**src/rtl/fsr_pkg.sv**
```systemverilog
package fsr_pkg;

  typedef enum logic [2:0] {
    S_IDLE,
    S_WR,
    S_RDREQ,
    S_RDWAIT,
    S_FILL,
    S_DONE
  } fsr_state_e;

  // addressing mode codes on cmd_mode
  localparam logic [2:0] AM_IND  = 3'd2;
  localparam logic [2:0] AM_POST = 3'd3;
  localparam logic [2:0] AM_PRE  = 3'd4;

  // idle frame words
  localparam logic [31:0] IDLE_HEAD = 32'h1F18_0000;
  localparam logic [31:0] IDLE_TAIL = 32'h7000_0000;
  localparam int          IDLE_BEATS = 7;
  localparam int          EMPTY_BEATS = 1;
  localparam int          WORD_BYTES = 4;

  // frame format codes and the bytes skipped beyond the header
  localparam logic [7:0] FMT_IDLE  = 8'h18;
  localparam logic [7:0] FMT_UNIMP = 8'h38;
  localparam logic [7:0] FMT_BUSY  = 8'hB4;
  localparam int         SKIP_IDLE  = 24;
  localparam int         SKIP_UNIMP = 56;
  localparam int         SKIP_BUSY  = 180;

  localparam int BEAT_W = $clog2(IDLE_BEATS + 1);

endpackage

```
**src/rtl/fsr_addr_calc.sv**
```systemverilog
module fsr_addr_calc
  import fsr_pkg::*;
#(
  parameter int AW = 32
) (
  input  logic              is_restore,
  input  logic [2:0]        mode,
  input  logic              fresh,
  input  logic [AW-1:0]     areg,
  output logic              mode_ok,
  output logic [AW-1:0]     base_addr,
  output logic [AW-1:0]     fin_addr,
  output logic [BEAT_W-1:0] beats
);

  logic [AW-1:0] span;

  always_comb begin
    mode_ok   = 1'b0;
    base_addr = areg;
    fin_addr  = areg;
    beats     = BEAT_W'(EMPTY_BEATS);
    span      = '0;
    if (is_restore) begin
      // restore: one header read at A, postincrement steps past it
      mode_ok = (mode == AM_IND) || (mode == AM_POST);
      if (mode == AM_POST) fin_addr = areg + AW'(WORD_BYTES);
    end else begin
      mode_ok = (mode == AM_POST) || (mode == AM_PRE);
      beats   = fresh ? BEAT_W'(EMPTY_BEATS) : BEAT_W'(IDLE_BEATS);
      span    = AW'(beats) * AW'(WORD_BYTES);
      if (mode == AM_POST) begin
        base_addr = areg;
        fin_addr  = areg + span;
      end else begin
        base_addr = areg - span;
        fin_addr  = areg - span;
      end
    end
  end

endmodule

```
**src/rtl/fsr_fmt_skip.sv**
```systemverilog
module fsr_fmt_skip
  import fsr_pkg::*;
#(
  parameter int AW = 32
) (
  input  logic [31:0]   hdr,
  output logic          is_empty,
  output logic [AW-1:0] skip
);

  assign is_empty = (hdr[31:24] == 8'h00);

  always_comb begin
    if (is_empty) begin
      skip = '0;
    end else begin
      unique case (hdr[23:16])
        FMT_IDLE:  skip = AW'(SKIP_IDLE);
        FMT_UNIMP: skip = AW'(SKIP_UNIMP);
        FMT_BUSY:  skip = AW'(SKIP_BUSY);
        default:   skip = '0;
      endcase
    end
  end

endmodule

```
**src/rtl/fsr_rf_fill.sv**
```systemverilog
module fsr_rf_fill #(
  parameter int NREG = 8,
  localparam int IW = (NREG > 1) ? $clog2(NREG) : 1
) (
  input  logic          clk,
  input  logic          rst_n,
  input  logic          run,
  output logic          we,
  output logic [IW-1:0] idx,
  output logic          first,
  output logic          last
);

  logic [IW-1:0] cnt_q;

  always_ff @(posedge clk) begin
    if (!rst_n || !run) cnt_q <= '0;
    else if (!last)     cnt_q <= cnt_q + IW'(1);
  end

  assign we    = run;
  assign idx   = cnt_q;
  assign first = (cnt_q == '0);
  assign last  = (cnt_q == IW'(NREG - 1));

  // the walk advances by one register per cycle without gaps
  p_fill_walk_r6: assert property (@(posedge clk) disable iff (!rst_n)
    (we && !last) |=> (we && idx == $past(idx) + IW'(1)));

endmodule

```
**src/rtl/fsr_ctrl.sv**
```systemverilog
module fsr_ctrl
  import fsr_pkg::*;
#(
  parameter int AW    = 32,
  parameter int NREG  = 8,
  parameter int EXP_W = 15,
  parameter int MAN_W = 64,
  localparam int IW = (NREG > 1) ? $clog2(NREG) : 1,
  localparam int RW = 1 + EXP_W + MAN_W
) (
  input  logic          clk,
  input  logic          rst_n,
  input  logic          cmd_valid,
  output logic          cmd_ready,
  input  logic          cmd_restore,
  input  logic [2:0]    cmd_mode,
  input  logic [AW-1:0] cmd_areg,
  input  logic          fp_op_issue,
  output logic          done_valid,
  output logic          done_err,
  output logic [AW-1:0] done_areg,
  output logic          mem_req_valid,
  input  logic          mem_req_ready,
  output logic          mem_req_we,
  output logic [AW-1:0] mem_req_addr,
  output logic [31:0]   mem_req_wdata,
  input  logic          mem_rvalid,
  input  logic [31:0]   mem_rdata,
  output logic          ctl_clr,
  output logic          rf_we,
  output logic [IW-1:0] rf_idx,
  output logic [RW-1:0] rf_wdata,
  output logic          fresh_flag
);

  fsr_state_e        st_q;
  logic              fresh_q, err_q, post_q;
  logic [AW-1:0]     addr_q, fin_q;
  logic [BEAT_W-1:0] beat_q, nbeat_q;

  logic              accept, req_hs, hdr_in;
  logic              calc_ok;
  logic [AW-1:0]     calc_base, calc_fin;
  logic [BEAT_W-1:0] calc_beats;
  logic              hdr_empty;
  logic [AW-1:0]     hdr_skip;
  logic              fill_we, fill_first, fill_last;
  logic [IW-1:0]     fill_idx;

  fsr_addr_calc #(.AW(AW)) u_addr (
    .is_restore (cmd_restore),
    .mode       (cmd_mode),
    .fresh      (fresh_q),
    .areg       (cmd_areg),
    .mode_ok    (calc_ok),
    .base_addr  (calc_base),
    .fin_addr   (calc_fin),
    .beats      (calc_beats)
  );

  fsr_fmt_skip #(.AW(AW)) u_fmt (
    .hdr      (mem_rdata),
    .is_empty (hdr_empty),
    .skip     (hdr_skip)
  );

  fsr_rf_fill #(.NREG(NREG)) u_fill (
    .clk   (clk),
    .rst_n (rst_n),
    .run   (st_q == S_FILL),
    .we    (fill_we),
    .idx   (fill_idx),
    .first (fill_first),
    .last  (fill_last)
  );

  assign cmd_ready     = (st_q == S_IDLE);
  assign accept        = cmd_valid && cmd_ready;
  assign mem_req_valid = (st_q == S_WR) || (st_q == S_RDREQ);
  assign mem_req_we    = (st_q == S_WR);
  assign mem_req_addr  = addr_q;
  assign req_hs        = mem_req_valid && mem_req_ready;
  assign hdr_in        = (st_q == S_RDWAIT) && mem_rvalid;

  always_comb begin
    mem_req_wdata = 32'h0;
    if (st_q == S_WR && nbeat_q != BEAT_W'(EMPTY_BEATS)) begin
      if (beat_q == '0)                         mem_req_wdata = IDLE_HEAD;
      else if (beat_q == nbeat_q - BEAT_W'(1))  mem_req_wdata = IDLE_TAIL;
    end
  end

  assign done_valid = (st_q == S_DONE);
  assign done_err   = err_q;
  assign done_areg  = fin_q;
  assign ctl_clr    = fill_we && fill_first;
  assign rf_we      = fill_we;
  assign rf_idx     = fill_idx;
  assign rf_wdata   = {1'b0, {EXP_W{1'b1}}, {MAN_W{1'b1}}};
  assign fresh_flag = fresh_q;

  always_ff @(posedge clk) begin
    if (!rst_n) begin
      st_q    <= S_IDLE;
      err_q   <= 1'b0;
      post_q  <= 1'b0;
      addr_q  <= '0;
      fin_q   <= '0;
      beat_q  <= '0;
      nbeat_q <= '0;
    end else begin
      unique case (st_q)
        S_IDLE: if (accept) begin
          err_q   <= !calc_ok;
          fin_q   <= calc_ok ? calc_fin : cmd_areg;
          addr_q  <= calc_base;
          nbeat_q <= calc_beats;
          beat_q  <= '0;
          post_q  <= (cmd_mode == AM_POST);
          if (!calc_ok)        st_q <= S_DONE;
          else if (cmd_restore) st_q <= S_RDREQ;
          else                  st_q <= S_WR;
        end
        S_WR: if (req_hs) begin
          addr_q <= addr_q + AW'(WORD_BYTES);
          beat_q <= beat_q + BEAT_W'(1);
          if (beat_q == nbeat_q - BEAT_W'(1)) st_q <= S_DONE;
        end
        S_RDREQ: if (req_hs) st_q <= S_RDWAIT;
        S_RDWAIT: if (mem_rvalid) begin
          if (hdr_empty) begin
            st_q <= S_FILL;
          end else begin
            if (post_q) fin_q <= fin_q + hdr_skip;
            st_q <= S_DONE;
          end
        end
        S_FILL: if (fill_last) st_q <= S_DONE;
        S_DONE: st_q <= S_IDLE;
        default: st_q <= S_IDLE;
      endcase
    end
  end

  always_ff @(posedge clk) begin
    if (!rst_n)           fresh_q <= 1'b1;
    else if (hdr_in)      fresh_q <= hdr_empty;
    else if (fp_op_issue) fresh_q <= 1'b0;
  end

  // a stalled request holds its contents
  p_req_hold_r12: assert property (@(posedge clk) disable iff (!rst_n)
    (mem_req_valid && !mem_req_ready) |=>
      (mem_req_valid && $stable(mem_req_addr) && $stable(mem_req_we) && $stable(mem_req_wdata)));

  // completion is a single pulse, followed by idle
  p_done_single_r12: assert property (@(posedge clk) disable iff (!rst_n)
    done_valid |=> (!done_valid && cmd_ready));

  // a bad mode goes straight to an error completion without memory traffic
  p_bad_mode_quiet_r11: assert property (@(posedge clk) disable iff (!rst_n)
    (accept && !calc_ok) |=> (!mem_req_valid && done_valid && done_err));

  // an empty header starts the clear and sets the flag
  p_empty_resets_r6: assert property (@(posedge clk) disable iff (!rst_n)
    (hdr_in && hdr_empty) |=> (fresh_flag && rf_we && ctl_clr));

  // a non-empty header clears the flag and completes
  p_full_clears_r7: assert property (@(posedge clk) disable iff (!rst_n)
    (hdr_in && !hdr_empty) |=> (!fresh_flag && done_valid && !rf_we));

  // an issued operation clears the flag
  p_issue_clears_r10: assert property (@(posedge clk) disable iff (!rst_n)
    (fp_op_issue && !hdr_in) |=> !fresh_flag);

  // indirect restore keeps the address register
  p_ind_keeps_r9: assert property (@(posedge clk) disable iff (!rst_n)
    (accept && cmd_restore && cmd_mode == AM_IND) |=> (done_areg == $past(cmd_areg)));

endmodule

```
**config.mk**
```make
export PLATFORM = sky130hd
export DESIGN_NAME = fsr_ctrl
export DESIGN_NICKNAME = d
export VERILOG_FILES = /design/src/rtl/fsr_pkg.sv /design/src/rtl/fsr_addr_calc.sv /design/src/rtl/fsr_fmt_skip.sv /design/src/rtl/fsr_rf_fill.sv /design/src/rtl/fsr_ctrl.sv
export SDC_FILE = /design/constraint.sdc
export NUM_CORES = 1
export LEC_CHECK = 0
export BUFFER_PORTS_ARGS = -buffer_cell sky130_fd_sc_hd__buf_2
export CORE_MARGIN = 8
export CORE_UTILIZATION = 49
export CTS_BUF_LIST = sky130_fd_sc_hd__clkbuf_4
export DETAILED_ROUTE_END_ITERATION = 7
export PLACE_DENSITY = 0.91
export SETUP_SLACK_MARGIN = 0.02
export SYNTH_ARGS = -nofsm -noshare
export SYNTH_HDL_FRONTEND = slang
export SYNTH_SLANG_ARGS = --single-unit
```
**constraint.sdc**
```tcl
create_clock -name clk -period 3 [get_ports clk]
set_input_delay 0.6 -clock clk [delete_from_list [all_inputs] [get_ports clk]]
set_output_delay 0.6 -clock clk [all_outputs]
set_load 0.1 [all_outputs]
```
**After elaboration in Yosys (flattened, before gate mapping)**

Cells that the tools add are included.

- $add $sub $neg: 8
- Equality and inequality tests: 22
- Muxes and demuxes: 37
- Reduce and logical (&&, ||, !) cells: 23

Operator list:

| operator | count |
|---|---|
| $mux W32 | 13 |
| $pmux W32 S2 | 2 |
| $mux W31 | 3 |
| $add A32 B3 Y32 const B | 2 |
| $mux W3 | 11 |
| $add A32 B32 Y32 | 1 |
| $add A32 B5 Y32 | 1 |
| $sub A32 B5 Y32 | 1 |
| $pmux W8 S3 | 1 |
| $pmux W3 S5 | 1 |
| $eq A3 B2 Y1 const B | 4 |
| $eq A3 B3 Y1 const B | 4 |
| $logic_not A3 Y1 | 3 |
| $eq A8 B5 Y1 const B | 1 |
| $eq A8 B6 Y1 const B | 1 |
| $eq A8 B8 Y1 const B | 1 |
| $logic_not A8 Y1 | 1 |
| $ne A2 B1 Y1 const B | 4 |
| $ne A2 B2 Y1 const B | 4 |
| $add A3 B1 Y3 const B | 2 |
| $pmux W3 S2 | 1 |
| $reduce_and A6 Y1 | 1 |
| $reduce_bool A2 Y1 | 3 |
| $logic_and A1 B1 Y1 | 5 |
| 11 further kinds | 19 |

- Bits in registers: 79
- Input bits: 74
- Output and inout bits: 187

**Longest topological paths before layout**

Gate-level depths: netlist of the first run.

- Depth in word-level cells: 8
- Gate-level depth with buffers: 12
- Gate-level depth less buffers: 12

**By module**

From an unflattened synthesis of the first run, not the netlist that was laid out.

- Cells, all modules: 1331
- Area, all modules: 9606.7 sq um

Modules (own cells, without submodules):

| module | times used | cells each | area each (sq um) |
|---|---|---|---|
| fsr_ctrl | 1 | 943 | 7069.3 |
| fsr_addr_calc | 1 | 327 | 2054.5 |
| fsr_fmt_skip | 1 | 43 | 307.8 |
| fsr_rf_fill | 1 | 18 | 175.2 |

**Worst setup path after synthesis of the first run**

OpenSTA, ideal clock, no wires.

- Path kind: flip-flop to output port
- Start: register st_q[0]
- End: output mem_req_wdata[28]
- Data arrival time: 4.459 ns
- Slack: -2.059 ns
- Stages on the path, launching flop included: 6
- Buffers on the path: 2
- Cells stage by stage: dfxtp_1 -> clkbuf_1 -> nand3_1 -> clkbuf_1 -> nor3_1 -> nand2b_1

- Cells in the longest elaborated chain, start to end: 3

RTL lines:

| what | line | text |
|---|---|---|
| from (decl) | fsr_ctrl.sv:36 | `fsr_state_e st_q;` |
| from (signal assigned) | fsr_ctrl.sv:104 | `st_q <= S_IDLE;` |
| from (signal assigned) | fsr_ctrl.sv:120 | `if (!calc_ok) st_q <= S_DONE;` |
| from (signal assigned) | fsr_ctrl.sv:121 | `else if (cmd_restore) st_q <= S_RDREQ;` |
| $eq A3 B1 Y1 | fsr_ctrl.sv:87 | `if (st_q == S_WR && nbeat_q != BEAT_W'(EMPTY_BEATS)) begin` |
| $logic_and A1 B1 Y1 | fsr_ctrl.sv:87 |  |
| $mux W31 | fsr_ctrl.sv:87 |  |
| to (decl) | fsr_ctrl.sv:26 | `output logic [31:0] mem_req_wdata,` |

Every way passes these cells.

**Worst setup path after layout of the first run**

- Start: input mem_rdata[27]
- End: register fin_q[29] (netlist: done_areg[29])

- Cells in the longest elaborated chain, start to end: 7
- Elaborated cells between the ends (all ways): 9
- Those cells by class: add/sub: 1; eq/ne: 1; mux: 5; reduce/logical: 2

RTL lines:

| what | line | text |
|---|---|---|
| from (decl) | fsr_ctrl.sv:28 | `input logic [31:0] mem_rdata,` |
| $logic_not A8 Y1 * | fsr_fmt_skip.sv:11 | `assign is_empty = (hdr[31:24] == 8'h00);` |
| $mux W32 | fsr_fmt_skip.sv:14 | `if (is_empty) begin` |
| $add A32 B32 Y32 | fsr_ctrl.sv:134 | `if (post_q) fin_q <= fin_q + hdr_skip;` |
| $mux W32 | fsr_ctrl.sv:134 |  |
| $mux W32 | fsr_ctrl.sv:131 | `if (hdr_empty) begin` |
| $mux W32 | fsr_ctrl.sv:130 | `S_RDWAIT: if (mem_rvalid) begin` |
| $pmux W32 S2 | fsr_ctrl.sv:112 | `unique case (st_q)` |
| to (signal assigned) | fsr_ctrl.sv:115 | `fin_q <= calc_ok ? calc_fin : cmd_areg;` |
| to (signal assigned) | fsr_ctrl.sv:134 |  |
| to (decl) | fsr_ctrl.sv:38 | `logic [AW-1:0] addr_q, fin_q;` |

Every way passes the cells marked *; elsewhere a longest branch is shown, timed or not. The select of a mux whose other input is x is not followed.
A chain may end at the register's enable or synchronous reset.

==> results.yml, run 1 <==
die:
  coreArea_um2: 16520
  dieArea_um2: 21240
  die_w_um: 145.7
  die_height_um: 145.7
  rows: 47
  io_pins: 261
  initial_core_util: 0.4991
critical_path:
  startpoint_type: "primary input"
  cp_top_family: "simple AND/OR/NAND/NOR gates"
  cpPeakStageDelay_ns: 0.55
  critPathBufInv: 2
  worst_setup_path_end_kind: "flop"
  arrival_ns: 3.41
  crit_fanout: 7
  rrSetupSlack_ns: 0.16
  path_cells: "buf_2 > nor4_4 > and2_2 > or4_4 > nor3b_4 > ha_1 > o21ai_0 > o21ai_2 > nand4_1 > buf_4 > o31ai_1 > a21oi_1 > and3_1"
  critPathKind: "in -> reg"
  r2r_start: "fresh_flag"
  r2r_cells: 8
  r2r_end: "done_areg[21]"
  worst_path_max_delay_cell: "or4_4"
  worst_ep_required_time_ns: 3.40
routing:
  firstDrtPassIters: 6
  route.detailed.drc: 0
  wl_per_cell_um: 19.38
  ant_nets: 0
  vias: 9649
  vias_per_cell: 6.237
  wirelength_um: 29980
  initialDrtViolationCount: 1307
place:
  dpl_cell_area_um2: 9407
  gp_congestion: 1.012
  hpwl_um: 23580
  io_buffers: 141
min_path:
  hold_path_end: "fresh_flag"
  hp-class: "in -> reg"
  min_from: "fp_op_issue"
  hold_path_depth: 2
logic_synthesis:
  yosysSeqAreaShare: 0.1893
  synth.top_cells.by_area: "dfxtp_1 (19%), buf_4 (10%), nand2_1 (4.8%), a21oi_1 (4.7%), o21ai_0 (4.6%)"
  synth-compound-area-share: 0.2511
  synth_seq_cells: 78
  synthCells: 1155
  synthMuxAreaShare: 0.02018
  async_reset_ff_frac: 0
  synth_area_leader_cell: "dfxtp_1"
  synth_top_family_by_area: "simple AND/OR/NAND/NOR gates"
  synth_area_um2: 8247
  ys_warn_count: 0
  synth_cell_type_count: 86
  synth-main-ff-cell: "dfxtp_1"
  synth_top_area_share: 0.1893
  synth_edf_count: 0
  synth-xor-area-share: 0.05416
  synth_simple_gate_area_frac: 0.2963
  synth_area_per_cell_um2: 7.140
  yosys.area_share.adder: 0.03459
cts:
  cts.sinks: 78
  clk_path_buf_depth: 2
  postCtsHoldBufs: 0
  tritoncts: "done"
  clock_latency_ns: 0.50
  cts_buffers: 9
  clk_pin_slew_ns: 0.12
  cts-root-buf: "clkbuf_4"
  htreeDepth: 3
global_routing:
  grt_overflow: 0
  grt_pass1_vias: 9029
  track_usage: 0.2676
  grt_pass1_wl_um: 46710
  grt_antenna_before_repair: 6
  grt_max_degree: 36
timing:
  tightest_slew_ns: 0.7877
  timing.final.ws_setup_ns: -0.01042
  relSlewSlack: 0.4748
  fin_crit_ns: 3.010
  fin_skew_ns: 0.01468
  post-route-period-util: 1.003
  drv_slew: 0
  max_freq_mhz: 332.2
  rsz0062_at_grt: "yes"
  setup_viol: 1
  hold_viol: 0
layout:
  final_cell_mix: "buf_2 (131), nand2_1 (106), conb_1 (103)"
  final_area_um2: 9633
  fillCellCount: 1578
  area_delta_synth_final_pct: 16.81
  nets: 1411
  drive_gt1_frac: 0.2347
  utilization: 0.5829
  layout_commonest_cell: "buf_2"
power_and_ir_drop:
  leakage_nw: 3.832
  ir_drop_uv: 618.9
  power_density_nw_per_um2: 791.8
outcome:
  violations: "setup timing"
  status: "complete, but fails checks"
flow_run:
  maxCapViolations: 0
[worst register-to-register path: stages (launching register included)]
cell and delay, ns:
dfxtp_4 0.36, inv_1 0.23, ha_1 0.36, a21oi_1 0.09, a211o_1 0.35, or4_1 0.49
a311oi_2 0.30, xnor2_1 0.17, a2111oi_2 0.37
[Yosys cell counts (22+ instances only)]
cell type / number
buf_4: 113
nand2_1: 106
nor2_1: 81
dfxtp_1: 78
a21oi_1: 77
o21ai_0: 75
clkbuf_1: 58
nand3_1: 55
nor3_1: 37
nand4_1: 30
and3_1: 28
xnor2_1: 26
xor2_1: 25
inv_1: 24
nor4_1: 22
[cells by family (layout without fill, tap and decap cells)]
| family | after synthesis | in the layout |
|---|---|---|
| adders and majority gates | 21 | 21 |
| and+or+nand+nor | 456 | 456 |
| buffers and inverters | 215 | 280 |
| other | 2 | 109 |
| AOI/OAI and AO/OA | 316 | 316 |
| DFF | 78 | 78 |
| xor gates and xnor gates | 51 | 51 |
| muxes | 16 | 16 |
[per-layer routing]
| metal | global-route usage | up-vias | share of wire |
|---|---|---|---|
| met5 | 0 | - | 0 |
| met4 | 0.1603 | 0 | 0.053 |
| met3 | 0.06779 | 132 | 0.11 |
| met2 | 0.4216 | 688 | 0.45 |
| met1 | 0.3231 | 4434 | 0.38 |
| li1 | - | 4395 | - |
[per-stage QoR]
| stage | setup slack [ns] | instances | setup TNS, ns | hold slack, ns | total power [mW] |
|---|---|---|---|---|---|
| 3_5_place_dp | -0.4493 | 1521 | -9.435 | 0.4463 | 6.926 |
| 6_report | -0.01042 | 1547 | -0.01042 | 0.3628 | 7.627 |
| 5_1_grt | -0.07562 | 1547 | -0.2980 | 0.3309 | 7.963 |
| 2_1_floorplan | -0.5018 | 1256 | -1.324 | 0.4366 | 5.960 |
| 4_1_cts | 0.04936 | 1537 | 0 | 0.3509 | 7.576 |
| 3_3_place_gp | -0.3221 | 1521 | -6.230 | 0.4382 | 6.836 |
[worst max path at each step]
stage                             start           endpoint  slack (ns)  cells after the start
after floorplan                 st_q[0]  mem_req_wdata[28]       -0.50                      5
after global placement    mem_rdata[25]      done_areg[29]       -0.32                     13
after detailed placement  mem_rdata[27]      done_areg[23]       -0.45                     12
after CTS                    nbeat_q[1]  mem_req_wdata[30]        0.05                      7
after global routing      mem_rdata[27]      done_areg[29]       -0.08                     13
final                     mem_rdata[27]      done_areg[29]       -0.01                     13
[registers in the layout (all words and copies together), names as in the netlist]
register / cells
beat_q: 3
done_areg: 32
done_err: 1
fresh_flag: 1
mem_req_addr: 32
nbeat_q: 2
post_q: 1
st_q: 3
u_fill.idx: 3
[power breakdown]
part	switching (mW)	internal [mW]	leakage [nW]
clock network	0.412	0.247	0.0731
registers	0.338	1.30	0.642
logic	4.25	1.07	3.12
total	5.00	2.63	3.83
[layout make-up]
class | instances | area [µm²] | share of cell area
diodes | 6 | 15.01 | 0.001559
clock buffers | 9 | 67.56 | 0.007014
clock inverters | 7 | 65.06 | 0.006754
inverters | 25 | 93.84 | 0.009742
multi-input cells | 963 | 5958 | 0.6185
flip-flops and latches | 78 | 1567 | 0.1626
well taps | 220 | 275.3 | 0.02858
repair buffers | 239 | 1592 | 0.1652
[what timing repair did]
item,4_1_cts,5_1_grt
resized for setup,0,13
setup endpoints to repair,0,25
setup buffers,0,4
Note: power is estimated with default switching activity, not from simulation.
==> run 2, diff against run 1 <==
CORE_UTILIZATION = 50   (was 49)
SYNTH_HIERARCHICAL = 1   (was default)
==> run 2 against run 1 <==
Effect of this change: the flow now finishes without violations; fmax rose by 2.7%; power rose by 17%; combinational power rose by 20%; clock power rose by 29%; clock skew rose by 0.0079 ns; critical path type unchanged; highest routed layer is now met5.
==> results.yml, run 2 <==
critical_path:
  worst_ep_required_time_ns: 3.40
  startpoint_type: "primary input"
  critPathKind: "in -> reg"
  r2r_cells: 12
  cp_top_family: "compound AO/OA/AOI/OAI gates"
  cpPeakStageDelay_ns: 0.55
  worst_setup_path_end_kind: "flop"
  critPathLaunch: "mem_rdata[30]"
  worst_path_max_delay_cell: "or4_4"
  path_depth: 12
  crit_fanout: 4
  arrival_ns: 3.33
  r2r_end: "done_areg[25]"
  path_cells: "buf_6 > or4_4 > o21ai_4 > a211oi_2 > ha_1 > and3_4 > a221o_1 > nand4_1 > a211oi_4 > o2111ai_2 > mux2i_1 > nor2_1"
  rrSetupSlack_ns: 0.15
  critPathBufInv: 1
  r2r_start: "fresh_flag"
routing:
  top_layer: "met5"
  firstDrtPassIters: 6
  ant_nets: 0
  route.detailed.drc: 0
  wl_met2_um: 14020
  met3_length_um: 3224
  wirelength_um: 29990
  initialDrtViolationCount: 977
  vias_per_cell: 5.924
  vias: 10150
  wl_per_cell_um: 17.49
  wl_met1_um: 11960
global_routing:
  grt_antenna_before_repair: 8
  grt_pass1_wl_um: 47690
  grt_max_degree: 58
  grt_overflow: 0
  grt_pass1_vias: 9592
  track_usage: 0.2397
logic_synthesis:
  synth_top_family_by_area: "simple AND/OR/NAND/NOR gates"
  synth_simple_gate_area_frac: 0.2581
  synth_area_um2: 9607
  async_reset_ff_frac: 0
  synth_seq_cells: 79
  synth.top_cells.by_area: "dfxtp_1 (16%), buf_4 (11%), ha_1 (5.9%), nand2_1 (5.3%), a21oi_1 (5.1%)"
  synthMuxAreaShare: 0.03972
  synth_cell_type_count: 86
  synth_edf_count: 0
  synth_top_area_share: 0.1646
  synth-compound-area-share: 0.2369
  synth-main-ff-cell: "dfxtp_1"
  ys_warn_count: 6
  yosys.area_share.adder: 0.06486
  yosysSeqAreaShare: 0.1646
  synthTopCellsByCount: "buf_4 (145), nand2_1 (135), a21oi_1 (97), nor2_1 (95), dfxtp_1 (79)"
  synth_area_leader_cell: "dfxtp_1"
  synth.most_common_cell: "buf_4"
  synthCells: 1331
  synth-xor-area-share: 0.07476
  synth_area_per_cell_um2: 7.218
place:
  gp_congestion: 0.9890
  dp.cells: 1686
  hpwl_um: 23260
  io_buffers: 141
layout:
  multi_input_area_um2: 7083
  nets: 1590
  area_delta_synth_final_pct: 12.79
  fillCellCount: 1729
  utilization: 0.5773
  drive_gt1_frac: 0.2105
  final_cell_mix: "nand2_1 (135), conb_1 (131), buf_2 (130)"
  layout_commonest_cell: "nand2_1"
  seq_area_um2: 1592
  instances_no_fill: 1714
cts:
  cts_buffers: 9
  clk_pin_slew_ns: 0.13
  tritoncts: "done"
  htreeDepth: 3
  postCtsHoldBufs: 0
  cts.sinks: 79
  clock_latency_ns: 0.50
  cts-root-buf: "clkbuf_4"
  clk_path_buf_depth: 2
die:
  io_pins: 261
  coreArea_um2: 18770
  dieArea_um2: 23900
  die_height_um: 154.6
  initial_core_util: 0.5119
  rows: 50
  die_w_um: 154.6
timing:
  fin_skew_ns: 0.02256
  setup_viol: 0
  holdWs_ns: 0.3667
  relSlewSlack: 0.4660
  tightest_slew_ns: 0.8009
  hold_viol: 0
  fin_crit_ns: 2.930
  drv_slew: 0
  max_freq_mhz: 341.3
  post-route-period-util: 0.9767
  rsz0062_at_grt: "yes"
power_and_ir_drop:
  power_density_nw_per_um2: 820.5
  fin_total_pwr_mw: 8.891
  ir_drop_uv: 466.5
  leakage_nw: 4.958
min_path:
  hold_path_end: "mem_req_addr[0]"
  hp-class: "in -> reg"
  min_from: "cmd_areg[0]"
  hold_path_depth: 3
flow_run:
  maxCapViolations: 0
outcome:
  status: "completed"
run 2: changes by cell type after synthesis, sizes merged, moves of 10 or more:
cell	previous run	this run
a211oi	19	8
a21boi	3	18
a21o	4	20
a21oi	77	99
a31oi	15	25
buf	132	174
ha	18	45
mux2i	11	37
nand2	107	136
nor2	81	95
nor4	26	14
xnor2	26	42
xor2	25	40
run 2: logic make-up after synthesis:
group           count (synthesis)
xor+xnor                       82
flops                          79
simple gates                  475
compound gates                352
fa+ha+maj                      48
buf+inv                       253
other cells                     4
mux                            38
run 2: metrics by stage:
step	setup WS (ns)	instance area [µm²]	setup TNS, ns
global route	-0.04027	10830	-0.04545
global placement	-0.3246	10520	-6.117
detailed placement	-0.3923	10520	-7.623
floorplan	-0.1159	10130	-0.8885
CTS	0.04461	10710	0
finish	0.06990	10840	0
run 2: repair_timing:
action | in CTS | in global routing
pin swaps | 0 | 15
endpoints found under the setup margin | 6 | 22
cloned | 0 | 0
gates resized for setup | 1 | 15
setup buffers | 0 | 5
run 2: worst max path at each step:
stage / to / slack (ns)
finish: done_areg[28] / 0.07
global route: done_areg[28] / -0.04
CTS: done_areg[25] / 0.04
detailed placement: done_areg[30] / -0.39
global placement: done_areg[30] / -0.32
floorplan: done_areg[30] / -0.12
run 2: final cells by class:
type / instances / share of cell area
multi-input cells: 1126 / 0.6537
flip-flops and latches: 79 / 0.1469
repair buffers: 231 / 0.1465
well taps: 234 / 0.02702
clock inverters: 6 / 0.01005
inverters: 21 / 0.007275
clock buffers: 10 / 0.006928
diodes: 7 / 0.001617
run 2: worst register-to-register path: stages (launching register included):
cell and delay [ns]:
dfxtp_4 0.42, inv_2 0.08, ha_4 0.29, a21oi_1 0.08, a211o_1 0.35, and2_1 0.20, or4b_2 0.64, o31ai_1 0.11
xor2_1 0.18, mux2i_1 0.09, nand3_1 0.09, o211ai_1 0.09, a21oi_1 0.17
run 2: routing by layer:
layer / track usage / up-vias
li1: - / 4793
met1: 0.2874 / 4698
met2: 0.4054 / 596
met3: 0.06576 / 65
met4: 0.08119 / 2
met5: 0 / -
run 2: power breakdown:
part / total [mW] / switching, mW / internal (mW) / leakage (nW)
registers: 1.67 / 0.342 / 1.33 / 0.651
clock network: 0.848 / 0.419 / 0.429 / 0.100
logic: 6.37 / 4.87 / 1.51 / 4.21
total: 8.89 / 5.63 / 3.26 / 4.96
